**src/rtl/rxd_pkg.sv**
```systemverilog
package rxd_pkg;

  typedef enum logic [1:0] {
    ACC_RD    = 2'd0,
    ACC_WR    = 2'd1,
    ACC_BURST = 2'd2,
    ACC_CMD   = 2'd3
  } acc_kind_e;

  typedef enum logic [3:0] {
    ST_IDLE,
    ST_SIZE_REQ,
    ST_SIZE_RSP,
    ST_PTR_REQ,
    ST_PTR_RSP,
    ST_SPACE,
    ST_SEG1_REQ,
    ST_SEG1_DAT,
    ST_SEG2_REQ,
    ST_SEG2_DAT,
    ST_PWR_REQ,
    ST_PWR_RSP,
    ST_CMD_REQ,
    ST_CMD_RSP,
    ST_POLL_REQ,
    ST_POLL_RSP
  } drain_st_e;

endpackage

```
**src/rtl/rxd_len_calc.sv**
```systemverilog
// Sizes a pass and splits it at the region end.
module rxd_len_calc #(
  parameter int W      = 16,
  parameter int REGION = 2048,
  parameter int CHUNK  = 1460
) (
  input  logic [W-1:0] pending,
  input  logic [W-1:0] ptr,
  input  logic [W-1:0] free,
  output logic [W-1:0] pass_len,
  output logic [W-1:0] seg1_len,
  output logic [W-1:0] seg2_len,
  output logic [W-1:0] offset
);
  localparam logic [W-1:0] MASK = W'(REGION - 1);
  localparam logic [W-1:0] RGN  = W'(REGION);
  localparam logic [W-1:0] CAP  = W'(CHUNK);

  logic [W-1:0] capped;
  logic [W-1:0] room;

  always_comb begin
    capped   = (pending < CAP) ? pending : CAP;
    pass_len = (free < capped) ? free : capped;
    offset   = ptr & MASK;
    room     = RGN - offset;
    seg1_len = (pass_len < room) ? pass_len : room;
    seg2_len = pass_len - seg1_len;
  end
endmodule

```
**src/rtl/rxd_burst_ctr.sv**
```systemverilog
// Counts the bytes left in the active burst segment.
module rxd_burst_ctr #(
  parameter int W = 16
) (
  input  logic         clk,
  input  logic         rst_n,
  input  logic         load,
  input  logic [W-1:0] load_len,
  input  logic         beat,
  output logic         last
);
  logic [W-1:0] cnt;

  always_ff @(posedge clk) begin
    if (!rst_n)                cnt <= '0;
    else if (load)             cnt <= load_len;
    else if (beat && cnt != '0) cnt <= cnt - W'(1);
  end

  assign last = (cnt == W'(1));
endmodule

```
**src/rtl/rxd_seq.sv**
```systemverilog
// Pass sequencer: size read, pointer read, bursts, write-back, command, poll.
module rxd_seq
  import rxd_pkg::*;
#(
  parameter int           W        = 16,
  parameter logic [W-1:0] REG_SIZE = 'h0010,
  parameter logic [W-1:0] REG_RPTR = 'h0012,
  parameter logic [W-1:0] REG_CMD  = 'h0002,
  parameter logic [W-1:0] CMD_RECV = 'h0040,
  parameter logic [W-1:0] BUF_BASE = 'h8000
) (
  input  logic         clk,
  input  logic         rst_n,
  input  logic         start,
  input  logic         acc_ready,
  input  logic         rsp_valid,
  input  logic [W-1:0] rsp_data,
  input  logic         beat,
  input  logic         seg_last,
  input  logic [W-1:0] plan_len,
  input  logic [W-1:0] plan_seg1,
  input  logic [W-1:0] plan_seg2,
  input  logic [W-1:0] plan_off,
  output logic [W-1:0] pending_q,
  output logic [W-1:0] ptr_q,
  output logic         seg_load,
  output logic [W-1:0] seg_load_len,
  output logic         in_data,
  output logic         acc_valid,
  output acc_kind_e    acc_kind,
  output logic [W-1:0] acc_addr,
  output logic [W-1:0] acc_len,
  output logic [W-1:0] acc_wdata,
  output logic         busy,
  output logic         done,
  output logic [W-1:0] moved_len
);
  drain_st_e    st, nxt;
  logic [W-1:0] len_q, seg1_q, seg2_q, off_q;
  logic         rsp_zero;

  assign rsp_zero = (rsp_data == '0);

  always_comb begin
    nxt = st;
    unique case (st)
      ST_IDLE:     if (start)           nxt = ST_SIZE_REQ;
      ST_SIZE_REQ: if (acc_ready)       nxt = ST_SIZE_RSP;
      ST_SIZE_RSP: if (rsp_valid)       nxt = rsp_zero ? ST_IDLE : ST_PTR_REQ;
      ST_PTR_REQ:  if (acc_ready)       nxt = ST_PTR_RSP;
      ST_PTR_RSP:  if (rsp_valid)       nxt = ST_SPACE;
      ST_SPACE:    if (plan_len != '0)  nxt = ST_SEG1_REQ;
      ST_SEG1_REQ: if (acc_ready)       nxt = ST_SEG1_DAT;
      ST_SEG1_DAT: if (beat && seg_last) nxt = (seg2_q != '0) ? ST_SEG2_REQ : ST_PWR_REQ;
      ST_SEG2_REQ: if (acc_ready)       nxt = ST_SEG2_DAT;
      ST_SEG2_DAT: if (beat && seg_last) nxt = ST_PWR_REQ;
      ST_PWR_REQ:  if (acc_ready)       nxt = ST_PWR_RSP;
      ST_PWR_RSP:  if (rsp_valid)       nxt = ST_CMD_REQ;
      ST_CMD_REQ:  if (acc_ready)       nxt = ST_CMD_RSP;
      ST_CMD_RSP:  if (rsp_valid)       nxt = ST_POLL_REQ;
      ST_POLL_REQ: if (acc_ready)       nxt = ST_POLL_RSP;
      ST_POLL_RSP: if (rsp_valid)       nxt = rsp_zero ? ST_IDLE : ST_POLL_REQ;
      default:                          nxt = ST_IDLE;
    endcase
  end

  always_ff @(posedge clk) begin
    if (!rst_n) begin
      st        <= ST_IDLE;
      pending_q <= '0;
      ptr_q     <= '0;
      len_q     <= '0;
      seg1_q    <= '0;
      seg2_q    <= '0;
      off_q     <= '0;
      done      <= 1'b0;
      moved_len <= '0;
    end else begin
      st   <= nxt;
      done <= 1'b0;
      if (st == ST_SIZE_RSP && rsp_valid) begin
        pending_q <= rsp_data;
        if (rsp_zero) begin
          done      <= 1'b1;
          moved_len <= '0;
        end
      end
      if (st == ST_PTR_RSP && rsp_valid) ptr_q <= rsp_data;
      if (st == ST_SPACE && plan_len != '0) begin
        len_q  <= plan_len;
        seg1_q <= plan_seg1;
        seg2_q <= plan_seg2;
        off_q  <= plan_off;
      end
      if (st == ST_POLL_RSP && rsp_valid && rsp_zero) begin
        done      <= 1'b1;
        moved_len <= len_q;
      end
    end
  end

  always_comb begin
    acc_valid = 1'b0;
    acc_kind  = ACC_RD;
    acc_addr  = '0;
    acc_len   = '0;
    acc_wdata = '0;
    unique case (st)
      ST_SIZE_REQ: begin acc_valid = 1'b1; acc_addr = REG_SIZE; end
      ST_PTR_REQ:  begin acc_valid = 1'b1; acc_addr = REG_RPTR; end
      ST_SEG1_REQ: begin
        acc_valid = 1'b1; acc_kind = ACC_BURST;
        acc_addr  = BUF_BASE + off_q; acc_len = seg1_q;
      end
      ST_SEG2_REQ: begin
        acc_valid = 1'b1; acc_kind = ACC_BURST;
        acc_addr  = BUF_BASE; acc_len = seg2_q;
      end
      ST_PWR_REQ: begin
        acc_valid = 1'b1; acc_kind = ACC_WR;
        acc_addr  = REG_RPTR; acc_wdata = ptr_q + len_q;
      end
      ST_CMD_REQ: begin
        acc_valid = 1'b1; acc_kind = ACC_CMD;
        acc_addr  = REG_CMD; acc_wdata = CMD_RECV;
      end
      ST_POLL_REQ: begin acc_valid = 1'b1; acc_addr = REG_CMD; end
      default: ;
    endcase
  end

  assign seg_load     = (st == ST_SEG1_REQ || st == ST_SEG2_REQ) && acc_ready;
  assign seg_load_len = (st == ST_SEG2_REQ) ? seg2_q : seg1_q;
  assign in_data      = (st == ST_SEG1_DAT) || (st == ST_SEG2_DAT);
  assign busy         = (st != ST_IDLE);
endmodule

```
**src/rtl/rxdrain_engine.sv**
```systemverilog
module rxdrain_engine
  import rxd_pkg::*;
#(
  parameter int           W        = 16,
  parameter int           REGION   = 2048,
  parameter int           CHUNK    = 1460,
  parameter logic [W-1:0] REG_SIZE = 'h0010,
  parameter logic [W-1:0] REG_RPTR = 'h0012,
  parameter logic [W-1:0] REG_CMD  = 'h0002,
  parameter logic [W-1:0] CMD_RECV = 'h0040,
  parameter logic [W-1:0] BUF_BASE = 'h8000
) (
  input  logic         clk,
  input  logic         rst_n,
  input  logic         start,
  output logic         busy,
  output logic         done,
  output logic [W-1:0] moved_len,
  input  logic [W-1:0] fifo_free,
  output logic         acc_valid,
  input  logic         acc_ready,
  output logic [1:0]   acc_kind,
  output logic [W-1:0] acc_addr,
  output logic [W-1:0] acc_len,
  output logic [W-1:0] acc_wdata,
  input  logic         rsp_valid,
  input  logic [W-1:0] rsp_data,
  input  logic         bst_valid,
  output logic         bst_ready,
  input  logic [7:0]   bst_data,
  output logic         out_valid,
  input  logic         out_ready,
  output logic [7:0]   out_data
);
  logic [W-1:0] pending_q, ptr_q;
  logic [W-1:0] plan_len, plan_seg1, plan_seg2, plan_off;
  logic         seg_load, seg_last, in_data, beat;
  logic [W-1:0] seg_load_len;
  acc_kind_e    kind_e;

  rxd_len_calc #(.W(W), .REGION(REGION), .CHUNK(CHUNK)) u_calc (
    .pending (pending_q),
    .ptr     (ptr_q),
    .free    (fifo_free),
    .pass_len(plan_len),
    .seg1_len(plan_seg1),
    .seg2_len(plan_seg2),
    .offset  (plan_off)
  );

  rxd_burst_ctr #(.W(W)) u_ctr (
    .clk     (clk),
    .rst_n   (rst_n),
    .load    (seg_load),
    .load_len(seg_load_len),
    .beat    (beat),
    .last    (seg_last)
  );

  rxd_seq #(
    .W(W), .REG_SIZE(REG_SIZE), .REG_RPTR(REG_RPTR), .REG_CMD(REG_CMD),
    .CMD_RECV(CMD_RECV), .BUF_BASE(BUF_BASE)
  ) u_seq (
    .clk         (clk),
    .rst_n       (rst_n),
    .start       (start),
    .acc_ready   (acc_ready),
    .rsp_valid   (rsp_valid),
    .rsp_data    (rsp_data),
    .beat        (beat),
    .seg_last    (seg_last),
    .plan_len    (plan_len),
    .plan_seg1   (plan_seg1),
    .plan_seg2   (plan_seg2),
    .plan_off    (plan_off),
    .pending_q   (pending_q),
    .ptr_q       (ptr_q),
    .seg_load    (seg_load),
    .seg_load_len(seg_load_len),
    .in_data     (in_data),
    .acc_valid   (acc_valid),
    .acc_kind    (kind_e),
    .acc_addr    (acc_addr),
    .acc_len     (acc_len),
    .acc_wdata   (acc_wdata),
    .busy        (busy),
    .done        (done),
    .moved_len   (moved_len)
  );

  assign acc_kind  = kind_e;
  assign out_valid = bst_valid & in_data;
  assign bst_ready = out_ready & in_data;
  assign out_data  = bst_data;
  assign beat      = bst_valid & out_ready & in_data;
endmodule

```
**config.mk**
```make
export PLATFORM = sky130hd
export DESIGN_NAME = rxdrain_engine
export DESIGN_NICKNAME = d
export VERILOG_FILES = /design/src/rtl/rxd_pkg.sv /design/src/rtl/rxd_len_calc.sv /design/src/rtl/rxd_burst_ctr.sv /design/src/rtl/rxd_seq.sv /design/src/rtl/rxdrain_engine.sv
export SDC_FILE = /design/constraint.sdc
export NUM_CORES = 1
export LEC_CHECK = 0
export ABC_AREA = 1
export BUFFER_PORTS_ARGS = -buffer_cell sky130_fd_sc_hd__clkbuf_2
export CAP_MARGIN = 20
export CORE_ASPECT_RATIO = 1.2
export CORE_MARGIN = 2
export CORE_UTILIZATION = 41
export CTS_BUF_LIST = sky130_fd_sc_hd__clkbuf_4 sky130_fd_sc_hd__clkbuf_8 sky130_fd_sc_hd__clkbuf_16
export DETAILED_ROUTE_END_ITERATION = 10
export HOLD_SLACK_MARGIN = 0.05
export SLEW_MARGIN = 25
export SYNTH_ARGS = -nofsm -noshare
export SYNTH_HDL_FRONTEND = slang
export SYNTH_SLANG_ARGS = --single-unit
```
**constraint.sdc**
```tcl
create_clock -name clk -period 10.3 [get_ports clk]
set_clock_uncertainty 0.2 [all_clocks]
set_input_delay 2.06 -clock clk [delete_from_list [all_inputs] [get_ports clk]]
set_output_delay 2.06 -clock clk [all_outputs]
set_load 0.02 [all_outputs]
```
==> results of run 1 <==
-- synth_stat cells (3+ instances only) --
library cell,count
inv_2,3
clkbuf_1,34
nand3_2,5
nor4_1,8
o21ai_0,130
nor3_1,22
dfxtp_1,128
a211oi_1,4
o21ai_2,3
nand3_1,48
a21oi_1,136
xor2_1,17
nand2_1,233
a31oi_1,7
nand4_1,17
nor2_1,125
nand2_2,8
o21bai_1,4
clkinv_1,3
o21ai_1,8
inv_1,179
buf_6,7
buf_2,5
xnor2_1,5
buf_4,15
o211ai_1,9
a221oi_1,4
ha_1,53
o211ai_2,7
-- per-stage QoR --
| step | cell area, um^2 | setup slack (ns) | std cells |
|---|---|---|---|
| floorplan | 8350 | 3.34 | 1258 |
| global placement | 8900 | 2.79 | 1572 |
| detailed placement | 8900 | 2.58 | 1572 |
| CTS | 9480 | 3.01 | 1604 |
| global route | 9480 | 2.42 | 1604 |
| finish | 9480 | 2.96 | 1604 |
-- routing by layer --
layer  routed length [um]  GRT usage
met3                  987     0.0397
met4                  701     0.0818
met5                    0          0
met1                11700      0.305
met2                10700      0.355
-- power breakdown --
group / total, mW / switching (mW) / internal, mW
sequential: 0.604 / 0.0496 / 0.555
combinational: 1.19 / 0.795 / 0.399
clock: 0.589 / 0.250 / 0.339
total: 2.39 / 1.10 / 1.29
-- area by class of cell --
type / count / area share
clock buffer: 17 / 0.0449
tap: 265 / 0.0350
inverter: 186 / 0.0739
multi-input combinational: 882 / 0.500
timing repair buffer: 111 / 0.0602
clock inverter: 15 / 0.0156
sequential: 128 / 0.270
-- sequential cells by signal (all words and copies together), names as in the netlist --
| name | count |
|---|---|
| u_ctr.cnt | 16 |
| u_seq.moved_len | 16 |
| u_seq.off_q | 11 |
| u_seq.seg2_q | 16 |
| u_seq.ptr_q | 16 |
| u_seq.done | 1 |
| u_seq.st | 4 |
| u_seq.len_q | 16 |
| u_seq.seg1_q | 16 |
| u_seq.pending_q | 16 |
-- worst max-delay path by stage --
| stage | from | endpoint | slack (ns) | depth (start not counted) |
|---|---|---|---|---|
| final | fifo_free[9] | u_seq.seg2_q[10] | 2.96 | 33 |
| after global routing | fifo_free[9] | u_seq.seg2_q[10] | 2.42 | 33 |
| after CTS | fifo_free[9] | u_seq.seg2_q[10] | 3.01 | 33 |
| after detailed placement | fifo_free[9] | u_seq.seg2_q[10] | 2.58 | 33 |
| after global placement | fifo_free[9] | u_seq.seg2_q[10] | 2.79 | 30 |
| after floorplan | fifo_free[9] | u_seq.seg2_q[10] | 3.34 | 34 |
-- cell usage in the layout, fill, tap and decap left out, drive strengths merged, types with 7 or more instances in the layout --
cell / netlist / routed
nand2: 242 / 242
inv: 183 / 190
o21ai: 141 / 141
a21oi: 136 / 136
dfxtp: 128 / 128
nor2: 127 / 127
clkbuf: 34 / 122
ha: 53 / 53
nand3: 53 / 53
nor3: 23 / 23
nand4: 17 / 17
xor2: 17 / 17
o211ai: 16 / 16
conb: 2 / 9
nor4: 8 / 8
clkinv: 3 / 8
a31oi: 7 / 7
-- cell families after synthesis --
| family | after synthesis | synth area share |
|---|---|---|
| and+or+nand+nor | 471 | 0.240 |
| AOI/OAI and AO/OA | 325 | 0.217 |
| buffers and inverters | 248 | 0.126 |
| DFF | 128 | 0.308 |
| adders and majority gates | 55 | 0.0845 |
| xor gates and xnor gates | 22 | 0.0232 |
| other | 2 | 0.000903 |
-- worst register-to-register path: cells and delay by family (launching register included) --
family                   cells  cell delay (ns)
AO/OA/AOI/OAI               10             2.24
adder cells (fa/ha/maj)      4             1.27
buffers and inverters        3             0.33
flip-flops                   1             0.39
AND/OR/NAND/NOR             21             2.34
==> flow_summary.yaml, run 1 <==
cts:
  clk_pin_slew_ns: 0.07
  cts_resized: 0
  cts_max_path_buffers: 2
  ctsHoldBuffers: 0
  htreeDepth: 4
  cts_sinks: 128
  cts_buffers: 17
  clk_latency_ns: 0.42
  root_buffer: "clkbuf_16"
  post_cts.repair.setup_buffers: 0
  cts_tree: "yes"
floorplanning:
  coreArea_mm2: 0.0201
  die_h_um: 160
  start_util: 0.414
  io_pins: 126
  rows: 57
  dieArea_mm2: 0.0215
  die_w_um: 134
logic_synthesis:
  syn_inst: 1251
  syn_avg_cell_area_um2: 6.65
  synth_seq_area_share: 0.308
  synth_cell_types: 47
  synth_warnings: 0
  synth_top_cell_area_share: 0.308
  ys.flop_type: "dfxtp_1"
  synth-edff-count: 0
  synth_area_mm2: 0.00832
  synth_area_leader_cell: "dfxtp_1"
  synthArstFlopShare: 0
  yosys-top-cells-area: "dfxtp_1 31%, nand2_1 11%, a21oi_1 8.2%"
  yosys_register_bits: 128
sta:
  whs_ns: 0.252
  finalMaxSlewViolations: 0
  fmax_mhz: 136
  worstMarginPinSlew_ns: 0.839
  hold_violations: 0
  rsz0062_at_grt: "false"
  tns_ns: 0
  relSlewSlack: 0.439
  period_share: 0.713
  period_minus_slack_ns: 7.34
  setup-violations-final: 0
grt:
  grt_pass1_vias: 7502
  grt_max_degree: 65
  grt_pass1_wl_um: 38500
  grt_use_total: 0.224
  antenna_found_initial: 0
  grt_overflow: 0
setup_path:
  critPathSlowestCell: "o21ai_0"
  path_delay_family: "compound AO/OA/AOI/OAI gates"
  reg2reg_slack_ns: 3.41
  cp_common_cell: "nand2_1"
  rr_worst_depth: 38
  r2r-start: "u_seq.pending_q[10]"
  worstPathMaxFanout: 31
  crit_path_start_kind: "input pin"
  rr_endpoint: "u_seq.seg2_q[10]"
  critical_path_class: "in2reg"
  cp.required_ns: 10.41
  max_stage_delay_ns: 0.49
  cp-end-kind: "flop"
  crit_buf_inv: 3
  critical_path_arrival_ns: 7.45
placement:
  place.detailed.hpwl_um: 18300
  numPortBuffers: 105
  gp_congestion: 0.890
final_layout:
  nets: 1428
  multi_input_area_mm2: 0.00474
  post-route-util: 0.471
  areaGrowthSynthToFinish_pct: 14.0
  drive_gt1_frac: 0.134
  regArea_mm2: 0.00256
  diodes: 0
  fillers: 2129
routing:
  drtIter0Drc: 453
  via_per_inst: 5.04
  drc_errors: 0
  vias: 8088
  ant_nets: 0
  wl_um: 24000
  drt_first_pass_iters: 5
  wl_per_cell_um: 15.0
pwr:
  p_leak_nw: 4.38
  powerDensity_mw_per_mm2: 252
  total_power_mw: 2.39
  peakVddDrop_mv: 0.118
worst_hold_path:
  min_to: "u_seq.pending_q[14]"
  hold_depth: 2
  holdCritStartpoint: "u_seq.pending_q[14]"
  hold_path.class: "reg2reg"
outcome:
  status: "completed"
job:
  drv_cap: 0
No activity file was read; power rests on OpenSTA's default activity.
==> inputs of run 2 (changes only) <==
==> constraint.sdc (replaced) <==
create_clock -name clk -period 6.3 [get_ports clk]
set_clock_uncertainty 0.2 [all_clocks]
set_input_delay 1.26 -clock clk [delete_from_list [all_inputs] [get_ports clk]]
set_output_delay 1.26 -clock clk [all_outputs]
set_load 0.02 [all_outputs]
==> run 2 against run 1 <==
  * Sequential power is 64% higher
  * First-iteration DRC count is 2.0% lower
  * Utilization is 0.83 points higher
  * Final cell count is 0.75% higher
  * Cell area is 1.8% higher
  * Register-to-register slack worse by 2.8 ns
  * Sequential share of layout area is 0.45 points lower
  * Global-route usage is 0.097 points higher
  * Flip-flop and latch count stayed put
  * Die area stayed put
  * Critical endpoint unchanged
  * Highest routed layer unchanged
==> flow_summary.yaml, run 2 (synthesis gave the netlist of run 1 again) <==
outcome:
  status: "completed"
floorplanning:
  die_w_um: 134
  dieArea_mm2: 0.0215
  start_util: 0.414
  rows: 57
  io_pins: 126
  die_h_um: 160
  coreArea_mm2: 0.0201
routing:
  drc_errors: 0
  drt_first_pass_iters: 5
  via_per_inst: 5.13
  vias: 8286
  ant_nets: 0
  drtIter0Drc: 444
  wl_um: 24100
  wl_per_cell_um: 14.9
grt:
  grt_max_degree: 66
  grt_pass1_vias: 7538
  busiest_layer: "met2"
  grt_use_total: 0.225
  grt_use_met3: 0.0371
  met1_usage: 0.304
  gr-usage-met2: 0.359
  grt_pass1_wl_um: 38400
  grt_overflow: 0
  antenna_found_initial: 0
sta:
  period_share: 0.904
  whs_ns: 0.253
  relSlewSlack: 0.317
  setup-violations-final: 0
  tns_ns: 0
  hold_violations: 0
  worstMarginPinSlew_ns: 1.02
  rsz0062_at_grt: "false"
  timing.final.ws_setup_ns: 0.606
  finalMaxSlewViolations: 0
  period_minus_slack_ns: 5.69
  fmax_mhz: 176
pwr:
  total_power_mw: 4.06
  p_leak_nw: 4.46
  peakVddDrop_mv: 0.222
  powerDensity_mw_per_mm2: 420
setup_path:
  r2r-start: "u_seq.pending_q[10]"
  critPathSlowestCell: "fa_1"
  worstPathMaxFanout: 15
  cp-end-kind: "flop"
  critical_path_arrival_ns: 5.81
  cp_common_cell: "nand2_1"
  reg2reg_slack_ns: 0.61
  critical_path_class: "reg2reg"
  max_stage_delay_ns: 0.41
  crit_path_start_kind: "flop"
  rr_endpoint: "u_seq.seg2_q[10]"
  cp.required_ns: 6.42
  rr_worst_depth: 39
final_layout:
  post-route-util: 0.480
  layout_commonest_cell: "nand2_1"
  fin_cells: 1616
  drive_gt1_frac: 0.146
  areaGrowthSynthToFinish_pct: 16.0
  diodes: 0
  fillers: 2127
  nets: 1440
  layout_common_cells: "231 x nand2_1, 178 x inv_1, 135 x a21oi_1"
  fin_area_mm2: 0.00965
worst_hold_path:
  hold_depth: 2
  hold_path.class: "reg2reg"
  holdCritStartpoint: "u_seq.off_q[8]"
  min_to: "u_seq.off_q[8]"
placement:
  gp_congestion: 0.940
  numPortBuffers: 105
  post-place-ws_ns: 0.0943
  place_inst: 1584
  placed_cell_area_mm2: 0.00899
  place.detailed.hpwl_um: 18400
cts:
  clk_pin_slew_ns: 0.06
  cts_sinks: 128
  htreeDepth: 4
  cts_tree: "yes"
  cts_max_path_buffers: 2
  ctsHoldBuffers: 0
  clk_latency_ns: 0.42
  cts_buffers: 17
  root_buffer: "clkbuf_16"
job:
  drv_cap: 0
run 2: worst max-delay path, delay by kind of cell (launching register included):
family / cells / cell delay, ns
AO/OA/AOI/OAI: 10 / 1.55
adder cells (fa/ha/maj): 4 / 1.26
buffers and inverters: 5 / 0.47
flip-flops: 1 / 0.36
AND/OR/NAND/NOR: 20 / 1.73
run 2: timing repair:
action / 4_1_cts / 5_1_grt
endpoints found under the setup margin: 0 / 10
setup buffers: 0 / 0
resized for setup: 0 / 14
run 2: worst max-delay path by stage:
| stage | from | to | slack, ns |
|---|---|---|---|
| after floorplan | fifo_free[9] | u_seq.seg2_q[10] | 0.14 |
| after global placement | fifo_free[9] | u_seq.seg2_q[10] | 0.24 |
| after detailed placement | fifo_free[9] | u_seq.seg2_q[10] | 0.09 |
| after CTS | u_seq.pending_q[10] | u_seq.seg2_q[10] | 0.27 |
| after global routing | u_seq.pending_q[9] | u_seq.seg2_q[10] | 0.02 |
| final | u_seq.pending_q[10] | u_seq.seg2_q[10] | 0.61 |
run 2: metal layers:
metal  share of wire  wire, um
met5               0         0
met4           0.032       772
met3           0.043      1040
met2            0.45     10800
met1            0.48     11500
run 2: report_power, final:
group	switching [mW]	total, mW	internal [mW]
Sequential	0.0819	0.989	0.907
Combinational	1.33	2.03	0.700
Clock	0.400	1.04	0.641
run 2: cell type report:
cell class                      count  area (um^2)  area share
Multi-Input combinational cell    882         4770       0.494
Sequential cell                   128         2560       0.266
Clock buffer                       19          440      0.0457
Clock inverter                     13          179      0.0185
Tap cell                          265          332      0.0344
Timing Repair Buffer              123          661      0.0685
Inverter                          186          703      0.0729
